$ cat src/rtl/nor_erase_pkg.sv
package nor_erase_pkg;

  typedef enum logic [2:0] {
    ENG_IDLE,
    ENG_PWAIT,
    ENG_PWR,
    ENG_PVRD,
    ENG_PVCK,
    ENG_EWAIT,
    ENG_EWR
  } eng_state_e;

  localparam int unsigned SEQ_LEN  = 6;
  localparam int unsigned STEP_W   = 3;
  localparam int unsigned WORD_W   = 16;
  localparam int unsigned SEQ_AW   = 12;

  // Unlock address expected at a given step of the erase pattern.
  function automatic logic [SEQ_AW-1:0] seq_addr(input logic [STEP_W-1:0] step,
                                                 input logic byte_mode);
    logic [SEQ_AW-1:0] far_a, near_a;
    far_a  = byte_mode ? 12'hAAA : 12'h555;
    near_a = byte_mode ? 12'h555 : 12'h2AA;
    if (step == 3'd1 || step == 3'd4) return near_a;
    return far_a;
  endfunction

  // Low data byte expected at a given step of the erase pattern.
  function automatic logic [7:0] seq_data(input logic [STEP_W-1:0] step);
    case (step)
      3'd0, 3'd3: return 8'hAA;
      3'd1, 3'd4: return 8'h55;
      3'd2:       return 8'h80;
      default:    return 8'h10;
    endcase
  endfunction

endpackage

$ cat src/rtl/cmd_matcher.sv
module cmd_matcher
  import nor_erase_pkg::*;
#(
  parameter int unsigned ADDR_W = 12
) (
  input  logic                clk,
  input  logic                rst,
  input  logic                wr_en,
  input  logic                hold,
  input  logic                byte_mode,
  input  logic [ADDR_W-1:0]   addr,
  input  logic [WORD_W-1:0]   wdata,
  output logic [STEP_W-1:0]   step_o,
  output logic                start_o
);

  localparam logic [STEP_W-1:0] LAST_STEP = STEP_W'(SEQ_LEN - 1);

  logic [STEP_W-1:0] step_q;
  logic              addr_hit, data_hit, hit;

  always_comb begin
    addr_hit = (addr == ADDR_W'(seq_addr(step_q, byte_mode)));
    if (byte_mode) data_hit = (wdata[7:0] == seq_data(step_q));
    else           data_hit = (wdata == {8'h00, seq_data(step_q)});
    hit = addr_hit && data_hit;
  end

  assign start_o = wr_en && !hold && hit && (step_q == LAST_STEP);
  assign step_o  = step_q;

  always_ff @(posedge clk) begin
    if (rst) begin
      step_q <= '0;
    end else if (hold) begin
      step_q <= '0;
    end else if (wr_en) begin
      if (hit && step_q != LAST_STEP) step_q <= step_q + 1'b1;
      else                            step_q <= '0;
    end
  end

endmodule

$ cat src/rtl/erase_engine.sv
module erase_engine
  import nor_erase_pkg::*;
#(
  parameter int unsigned DEPTH       = 16,
  parameter int unsigned CYC_PER_LOC = 4,
  parameter int unsigned IDX_W       = $clog2(DEPTH)
) (
  input  logic              clk,
  input  logic              rst,
  input  logic              start,
  input  logic [WORD_W-1:0] ram_rdata,
  output logic              ram_we,
  output logic [IDX_W-1:0]  ram_addr,
  output logic [WORD_W-1:0] ram_wdata,
  output logic              busy
);

  localparam int unsigned CNT_W = (CYC_PER_LOC > 1) ? $clog2(CYC_PER_LOC) : 1;
  localparam logic [CNT_W-1:0] CNT_LAST = CNT_W'(CYC_PER_LOC - 1);
  localparam logic [IDX_W-1:0] LOC_LAST = IDX_W'(DEPTH - 1);

  eng_state_e       state_q, state_n;
  logic [IDX_W-1:0] loc_q, loc_n;
  logic [CNT_W-1:0] cnt_q, cnt_n;
  logic             busy_q;

  always_comb begin
    state_n = state_q;
    loc_n   = loc_q;
    cnt_n   = cnt_q;
    case (state_q)
      ENG_IDLE: if (start) begin
        state_n = ENG_PWAIT;
        loc_n   = '0;
        cnt_n   = '0;
      end
      ENG_PWAIT: begin
        if (cnt_q == CNT_LAST) begin
          state_n = ENG_PWR;
          cnt_n   = '0;
        end else begin
          cnt_n = cnt_q + 1'b1;
        end
      end
      ENG_PWR:  state_n = ENG_PVRD;
      ENG_PVRD: state_n = ENG_PVCK;
      ENG_PVCK: begin
        if (ram_rdata != '0) begin
          state_n = ENG_PWR;
        end else if (loc_q == LOC_LAST) begin
          state_n = ENG_EWAIT;
          loc_n   = '0;
        end else begin
          state_n = ENG_PWAIT;
          loc_n   = loc_q + 1'b1;
        end
      end
      ENG_EWAIT: begin
        if (cnt_q == CNT_LAST) begin
          state_n = ENG_EWR;
          cnt_n   = '0;
        end else begin
          cnt_n = cnt_q + 1'b1;
        end
      end
      ENG_EWR: begin
        if (loc_q == LOC_LAST) begin
          state_n = ENG_IDLE;
          loc_n   = '0;
        end else begin
          state_n = ENG_EWAIT;
          loc_n   = loc_q + 1'b1;
        end
      end
      default: state_n = ENG_IDLE;
    endcase
  end

  always_ff @(posedge clk) begin
    if (rst) begin
      state_q <= ENG_IDLE;
      loc_q   <= '0;
      cnt_q   <= '0;
      busy_q  <= 1'b0;
    end else begin
      state_q <= state_n;
      loc_q   <= loc_n;
      cnt_q   <= cnt_n;
      busy_q  <= (state_n != ENG_IDLE);
    end
  end

  assign ram_we    = (state_q == ENG_PWR) || (state_q == ENG_EWR);
  assign ram_wdata = (state_q == ENG_PWR) ? '0 : '1;
  assign ram_addr  = loc_q;
  assign busy      = busy_q;

endmodule

$ cat src/rtl/flash_array.sv
module flash_array
  import nor_erase_pkg::*;
#(
  parameter int unsigned DEPTH = 16,
  parameter int unsigned IDX_W = $clog2(DEPTH)
) (
  input  logic              clk,
  input  logic              we,
  input  logic [IDX_W-1:0]  waddr,
  input  logic [WORD_W-1:0] wdata,
  input  logic [IDX_W-1:0]  raddr,
  output logic [WORD_W-1:0] rdata
);

  logic [WORD_W-1:0] mem [DEPTH];

  // Power-up contents: a computed non-blank pattern.
  initial begin
    for (int i = 0; i < DEPTH; i++) begin
      mem[i] = WORD_W'((32'(i) * 32'h1357) ^ 32'hA5C3);
    end
  end

  always_ff @(posedge clk) begin
    if (we) mem[waddr] <= wdata;
    rdata <= mem[raddr];
  end

endmodule

$ cat src/rtl/nor_erase_ctrl.sv
module nor_erase_ctrl
  import nor_erase_pkg::*;
#(
  parameter int unsigned ADDR_W      = 12,
  parameter int unsigned DEPTH       = 16,
  parameter int unsigned CYC_PER_LOC = 4
) (
  input  logic              clk,
  input  logic              rst,
  input  logic              byte_mode,
  input  logic              wr_en,
  input  logic              rd_en,
  input  logic [ADDR_W-1:0] addr,
  input  logic [15:0]       wdata,
  output logic [15:0]       rdata,
  output logic              busy
);

  localparam int unsigned IDX_W = $clog2(DEPTH);

  logic [STEP_W-1:0] match_step;
  logic              start;
  logic              ram_we;
  logic [IDX_W-1:0]  eng_addr;
  logic [WORD_W-1:0] ram_wdata;
  logic [WORD_W-1:0] ram_dout;
  logic [IDX_W-1:0]  host_idx;
  logic [IDX_W-1:0]  ram_raddr;
  logic              toggle_q;
  logic              stat_sel_q;
  logic [WORD_W-1:0] stat_q;

  cmd_matcher #(.ADDR_W(ADDR_W)) u_match (
    .clk(clk), .rst(rst), .wr_en(wr_en), .hold(busy), .byte_mode(byte_mode),
    .addr(addr), .wdata(wdata), .step_o(match_step), .start_o(start)
  );

  erase_engine #(.DEPTH(DEPTH), .CYC_PER_LOC(CYC_PER_LOC), .IDX_W(IDX_W)) u_eng (
    .clk(clk), .rst(rst), .start(start), .ram_rdata(ram_dout),
    .ram_we(ram_we), .ram_addr(eng_addr), .ram_wdata(ram_wdata), .busy(busy)
  );

  assign host_idx  = byte_mode ? addr[IDX_W:1] : addr[IDX_W-1:0];
  assign ram_raddr = busy ? eng_addr : host_idx;

  flash_array #(.DEPTH(DEPTH), .IDX_W(IDX_W)) u_array (
    .clk(clk), .we(ram_we), .waddr(eng_addr), .wdata(ram_wdata),
    .raddr(ram_raddr), .rdata(ram_dout)
  );

  // Status path: bit 6 alternates on each read during an erase.
  always_ff @(posedge clk) begin
    if (rst) begin
      toggle_q   <= 1'b0;
      stat_sel_q <= 1'b0;
      stat_q     <= '0;
    end else begin
      if (!busy) toggle_q <= 1'b0;
      if (rd_en) begin
        stat_sel_q <= busy;
        if (busy) begin
          stat_q   <= {8'h00, 1'b0, toggle_q, 6'h00};
          toggle_q <= ~toggle_q;
        end
      end
    end
  end

  assign rdata = stat_sel_q ? stat_q : ram_dout;

endmodule

$ cat config.mk
export PLATFORM = sky130hd
export DESIGN_NAME = nor_erase_ctrl
export DESIGN_NICKNAME = d
export VERILOG_FILES = /design/src/rtl/nor_erase_pkg.sv /design/src/rtl/cmd_matcher.sv /design/src/rtl/erase_engine.sv /design/src/rtl/flash_array.sv /design/src/rtl/nor_erase_ctrl.sv
export SDC_FILE = /design/constraint.sdc
export NUM_CORES = 1
export LEC_CHECK = 0
export BUFFER_PORTS_ARGS = -buffer_cell sky130_fd_sc_hd__buf_2
export CAP_MARGIN = 20
export CORE_ASPECT_RATIO = 1.25
export CORE_MARGIN = 8
export CORE_UTILIZATION = 55
export DETAILED_ROUTE_END_ITERATION = 10
export PLACE_DENSITY = 0.8
export SETUP_SLACK_MARGIN = 0.3
export SLEW_MARGIN = 10
export SYNTH_ARGS = -nofsm -noshare
export SYNTH_HDL_FRONTEND = slang
export SYNTH_SLANG_ARGS = --single-unit
$ cat constraint.sdc
create_clock -name clk -period 5.62 [get_ports clk]
set_input_delay 1.124 -clock clk [delete_from_list [all_inputs] [get_ports clk]]
set_output_delay 1.124 -clock clk [all_outputs]
set_load 0.005 [all_outputs]
# Word-level counts from Yosys, hierarchy flattened
# Memories as Yosys holds them, arrays and structs flattened. A register that Yosys moved wholly into a read port is not among the register bits.
# Index checks and enable logic that the tools add are counted.
# word_totals
regBits	16
latch_bits	0
mem_bits_rw	256
rom_bits	0
inputBits	33
out_inout_bits	17
word_cells	86
n_memories	1
# op_classes
addsub	3
n_mul	0
div_mod_pow	0
magnitude_cmp	0
eq_ne	19
n_shift	0
mux	33
n_bitwise	1
n_reduce_logical	21
# mem_list
memory	depth	width	read_ports	rd_ports_with_merged_regs	write_ports	line	rtl
u_array.mem	16	16	1	1	1	flash_array.sv:15	logic [WORD_W-1:0] mem [DEPTH];
# ops
cell	n
12-bit two-way mux	3
16-bit two-way mux	2
8-bit one-hot mux with 3 select lines	1
3-bit two-way mux	7
3-bit one-hot mux with 7 select lines	1
4-bit two-way mux	5
16-bit by 8-bit == test with 1-bit output	1
8-bit two-way mux	2
16-bit nonzero test	1
3-bit == test (second input constant)	5
12-bit == test	1
3-bit by 2-bit == test with 1-bit output (second input constant)	4
4-bit one-hot mux with 3 select lines	1
11-bit two-way mux	1
8-bit == test	1
2-bit OR reduction	4
1-bit two-way mux	7
3-bit by 1-bit == test with 1-bit output (second input constant)	2
3-bit logical NOT	2
3-bit nonzero test	2
1-bit logical AND	5
4-bit by 1-bit adder with 4-bit output (second input constant)	1
4-bit == test (second input constant)	1
2-bit two-way mux	2
other kinds (12)	15

# Logic depth before layout (Yosys ltp)
# logic_depth
ltp_word	12
ltp_mapped	10
depth_no_buf	10

# Hierarchy
# From an unflattened synthesis, not the netlist that was laid out.
# hier_totals
cells_unflattened	618
hier_area_um2	11558.6
# modules_own_cells
mod	instances	cells_each	area_per_inst_um2	seq_area_each_um2
flash_array	1	432	10042.1	8007.7
erase_engine	1	88	753.2	200.2
cmd_matcher	1	57	447.9	60.1
nor_erase_ctrl	1	41	315.3	60.1

# Least setup slack after synthesis
# Ideal clock, no wire load.
# synth_timing
kind	input-to-reg
start	in byte_mode
end	reg u_eng.busy_q (netlist: u_eng.busy)
setup_ns	0.074
t_arrival_ns	2.884
t_required_ns	5.546
setup_slack_ns	2.662
stages	7
n_path_buf	0
cell_sequence	ha_1 > or3_1 > or2_0 > a221oi_2 > nand4b_1 > or3_1 > a31oi_1
# synth_via
elab_chain_cells	10
word_cells_on_any_way	12
classes_between	1 x eq/ne; 7 x mux; 4 x reduce/logical
# synth_rtl
element	line	rtl
from (decl)	nor_erase_ctrl.sv:10	input logic byte_mode,
11-bit two-way mux	nor_erase_pkg.sv:23	near_a = byte_mode ? 12'h555 : 12'h2AA;
12-bit two-way mux	nor_erase_pkg.sv:24	if (step == 3'd1 || step == 3'd4) return near_a;
12-bit two-way mux	nor_erase_pkg.sv:25	return far_a;
12-bit == test	cmd_matcher.sv:23	addr_hit = (addr == ADDR_W'(seq_addr(step_q, byte_mode)));
1-bit logical AND *	cmd_matcher.sv:26	hit = addr_hit && data_hit;
1-bit logical AND * (2 in series)	cmd_matcher.sv:29	assign start_o = wr_en && !hold && hit && (step_q == LAST_STEP);
3-bit two-way mux *	erase_engine.sv:32	ENG_IDLE: if (start) begin
3-bit one-hot mux with 7 select lines *	erase_engine.sv:31	case (state_q)
3-bit nonzero test *	erase_engine.sv:89	busy_q <= (state_n != ENG_IDLE);
to (signal assigned)	erase_engine.sv:89	
to (decl)	erase_engine.sv:25	logic busy_q;
# Every way passes the cells marked *; elsewhere a longest branch is shown, timed or not. The select of a mux whose other input is x is not followed.
# A chain may end at the register's enable or synchronous reset.

# Worst setup path after layout
# layout_timing
start	reg u_match.step_q[0] (netlist: u_match.step_o[0])
end	reg u_eng.state_q[0]
# layout_via
elab_chain_cells	11
word_cells_on_any_way	23
classes_between	8 x eq/ne; 8 x mux; 7 x reduce/logical
# layout_rtl
element	line	rtl
from (decl)	cmd_matcher.sv:19	logic [STEP_W-1:0] step_q;
from (signal assigned)	cmd_matcher.sv:38	if (hit && step_q != LAST_STEP) step_q <= step_q + 1'b1;
3-bit == test, or another cell as far along	nor_erase_pkg.sv:24, nor_erase_pkg.sv:30	
2-bit OR reduction	nor_erase_pkg.sv:30	case (step)
8-bit one-hot mux with 3 select lines	nor_erase_pkg.sv:30	
8-bit two-way mux	cmd_matcher.sv:24	if (byte_mode) data_hit = (wdata[7:0] == seq_data(step_q));
16-bit by 8-bit == test with 1-bit output or 8-bit == test (tied branches)	cmd_matcher.sv:25, cmd_matcher.sv:24	
1-bit two-way mux	cmd_matcher.sv:24	
1-bit logical AND	cmd_matcher.sv:26	
1-bit logical AND	cmd_matcher.sv:29	
1-bit logical AND *	cmd_matcher.sv:29	
3-bit two-way mux *	erase_engine.sv:32	
3-bit one-hot mux with 7 select lines *	erase_engine.sv:31	
to (signal assigned)	erase_engine.sv:86	state_q <= state_n;
to (decl)	erase_engine.sv:22	eng_state_e state_q, state_n;
# Marks and branches as above.

==> results.toml <==
[logic_synthesis]
synth.avg_cell_area_um2 = 9.02
synth_most_common_cell = "a21oi_1"
yosysWarnings = 0
synth_common_cells = "a21oi_1 (39), nand2_1 (37), nor2_1 (35)"
synthArstFlopShare = 0
synth_edf_count = 32
synth_top_cell_area_share = 0.232
syn_inst = 460
yosysTopAreaCell = "edfxtp_1"
syn-num-nets = 505
synth.cell_area_um2 = 4150
synthFlopType = "edfxtp_1"
yosys-top-cells-area = "edfxtp_1 (23%), dfxtp_1 (15%), o211ai_1 (5.2%)"
synth-seq-cells = 64
ys_seq_area_frac = 0.386
synth.distinct_cells = 72

[routing]
vias_per_cell = 6.50
firstDrtPassIters = 5
detailroute.via_count = 3873
routed.top_layer = "met4"
drt-wirelength-per-cell_um = 19.4
ant_nets = 0
wl_met3_um = 501
drc = 0
wl_met2_mm = 6.36
wirelength_met1_mm = 4.16
drt_iter0_drc = 277
routed_wl_mm = 11.6

[floorplan]
ios = 50
die_area_um2 = 10600
initial_core_util = 0.564
fp.dieH_um = 113
core_area_um2 = 7360
die_w_um = 93.7
row_count = 35

[critical_path]
slowest_stage = "or3_1"
path_max_fanout = 7
path_cells = "inv_1, ha_1, mux2i_2, ha_1, or3_1, or2_0, a221oi_2, nand4b_1, or3_1, a21oi_1"
r2r_end = "u_eng.state_q[0]$_SDFF_PP0_"
cp-start-kind = "flop"
path_class = "reg2reg"
arrival_ns = 3.38
reg2reg_slack_ns = 2.53
r2r_start = "u_match.step_o[0]$_SDFFE_PP0P_"
worstPathRequired_ns = 5.91
rr_worst_depth = 10
worstSetupEndpointType = "flop"
max_stage_delay_ns = 0.41

[global_routing]
grt_pass1_wl_mm = 18.4
grt_use_total = 0.223
grt_overflow = 0
grt_pass1_vias = 3795
grt_max_degree = 43
antenna_found_initial = 0

[timing]
rsz0062_at_grt = "no"
fmax_mhz = 324
worst_slew_pin_slew_ns = 0.918
hold_viol = 0
finalCritPeriodShare = 0.550
clock_skew_ns = 0.00706
slew_violations = 0
relSlewSlack = 0.388
fin_crit_ns = 3.09
final.setup.tns_ns = 0
setup_violations = 0

[clock_tree]
clockRootBuffer = "clkbuf_8"
cts_buffer_depth = 2
cts_setup_buffers = 0
clock_sink_count = 64
cts_resized = 0
clkLatencyLatePin_ns = 0.35
path_clk_slew_ns = 0.07
cts_max_level = 3
hold_buffers = 0
numCtsBuffers = 9
cts_tree = "built"

[final_layout]
finalNetCount = 544
finish.utilization = 0.634
drive_above_1_share = 0.177
num_antenna_cells = 0
area_growth_pct = 12.4

[power_and_ir_drop]
p_seq_frac = 0.436
p_int_mw = 0.874
powerDensity_nw_per_um2 = 253
combinationalPowerShare = 0.151
swShare = 0.258
power_switching_mw = 0.304
p_clk_frac = 0.412
p_leak_nw = 1.67
worst_ir_drop_vdd_v = 0.000153

[hold_path]
min_from = "stat_q[6]$_SDFFE_PP0P_"
holdPathEnd = "stat_q[6]$_SDFFE_PP0P_"
hp-class = "reg2reg"
min_path_cells = 2

[placed_design]
portBuffers = 49
routabilityCongestion = 0.913
dp_hpwl_mm = 8.99

[outcome]
outcome = "finished, final reports clean"

[run]
maxCapViolations = 0
[cell usage in the layout, fill, tap and decap left out, types with 7 or more instances in the layout]
cell type	n
ha_1	12
nor2_1	35
nor2b_1	25
dfxtp_1	32
nand2_1	37
nand3_1	28
o211ai_1	29
edfxtp_1	32
clkbuf_8	9
nand2b_1	10
nor3_1	14
buf_2	49
a211oi_1	7
nor4_1	7
a21oi_1	39
inv_1	10
nand4_1	12
[registers in the layout, summed over array words and instances, names as in the netlist]
signal / cells
u_eng.busy: 1
u_eng.state_q: 3
u_eng.cnt_q: 2
u_eng.ram_addr: 4
stat_q: 1
toggle_q: 1
u_match.step_o: 3
u_array.rdata: 16
u_array.mem: 32
stat_sel_q: 1
[critical path, delay by kind of cell, from the launching register on]
family	cells	cell delay, ns
buffers and inverters	1	0.10
adders and majority gates	2	0.63
muxes	1	0.33
and+or+nand+nor	4	1.11
AOI/OAI and AO/OA	2	0.46
DFF	1	0.40
[through the flow]
| step | instance area, µm² | cells | setup slack [ns] | hold WS (ns) | power, mW |
|---|---|---|---|---|---|
| 3_5_place_dp | 4420 | 580 | 2.26 | 0.447 | 0.701 |
| 3_3_place_gp | 4420 | 580 | 2.29 | 0.445 | 0.701 |
| 6_report | 4660 | 596 | 2.53 | 0.462 | 1.18 |
| 5_1_grt | 4660 | 596 | 2.32 | 0.466 | 1.22 |
| 2_1_floorplan | 4150 | 460 | 2.66 | 0.433 | 0.633 |
| 4_1_cts | 4660 | 596 | 2.55 | 0.457 | 1.18 |
[metal layers]
metal,vias up,GRT usage
li1,1854,-
met1,1842,0.211
met2,134,0.420
met3,43,0.0417
met4,0,0.144
met5,-,0
[area by class of cell]
type	count	area, µm²
clock buffer	9	124
fill	643	2700
tap	92	115
sequential	64	1600
clock inverter	7	120
inverter	10	37.5
multi-input combinational	362	2400
timing repair buffer	52	268
[power groups by stage]
stage / clock network (mW) / registers, mW / logic [mW]
2_1_floorplan: 0 / 0.520 / 0.113
3_3_place_gp: 0 / 0.525 / 0.176
6_report: 0.486 / 0.514 / 0.178
5_1_grt: 0.511 / 0.516 / 0.194
3_5_place_dp: 0 / 0.525 / 0.175
4_1_cts: 0.492 / 0.515 / 0.176
[kinds of logic (layout without fill, tap and decap cells)]
family	after synthesis	after routing	share of synthesized area
AO/OA/AOI/OAI	136	136	0.235
XOR/XNOR	5	5	0.0106
adder cells (fa/ha/maj)	12	12	0.0362
buffers and inverters	34	78	0.0365
flip-flops	64	64	0.386
multiplexers	15	15	0.0528
AND/OR/NAND/NOR	194	194	0.243
[worst max path at each step]
stage                                               from                          end  cells past startpoint
final                     u_match.step_o[0]$_SDFFE_PP0P_  u_eng.state_q[0]$_SDFF_PP0_                     10
after global routing      u_match.step_o[0]$_SDFFE_PP0P_  u_eng.state_q[0]$_SDFF_PP0_                     10
after CTS                 u_match.step_o[0]$_SDFFE_PP0P_  u_eng.state_q[0]$_SDFF_PP0_                     10
after detailed placement                       byte_mode        u_eng.busy$_SDFF_PP0_                      8
after global placement                         byte_mode    u_array.rdata[15]$_DFF_P_                      6
after floorplan                                byte_mode        u_eng.busy$_SDFF_PP0_                      7
Note: power is estimated with default switching activity, not from simulation.
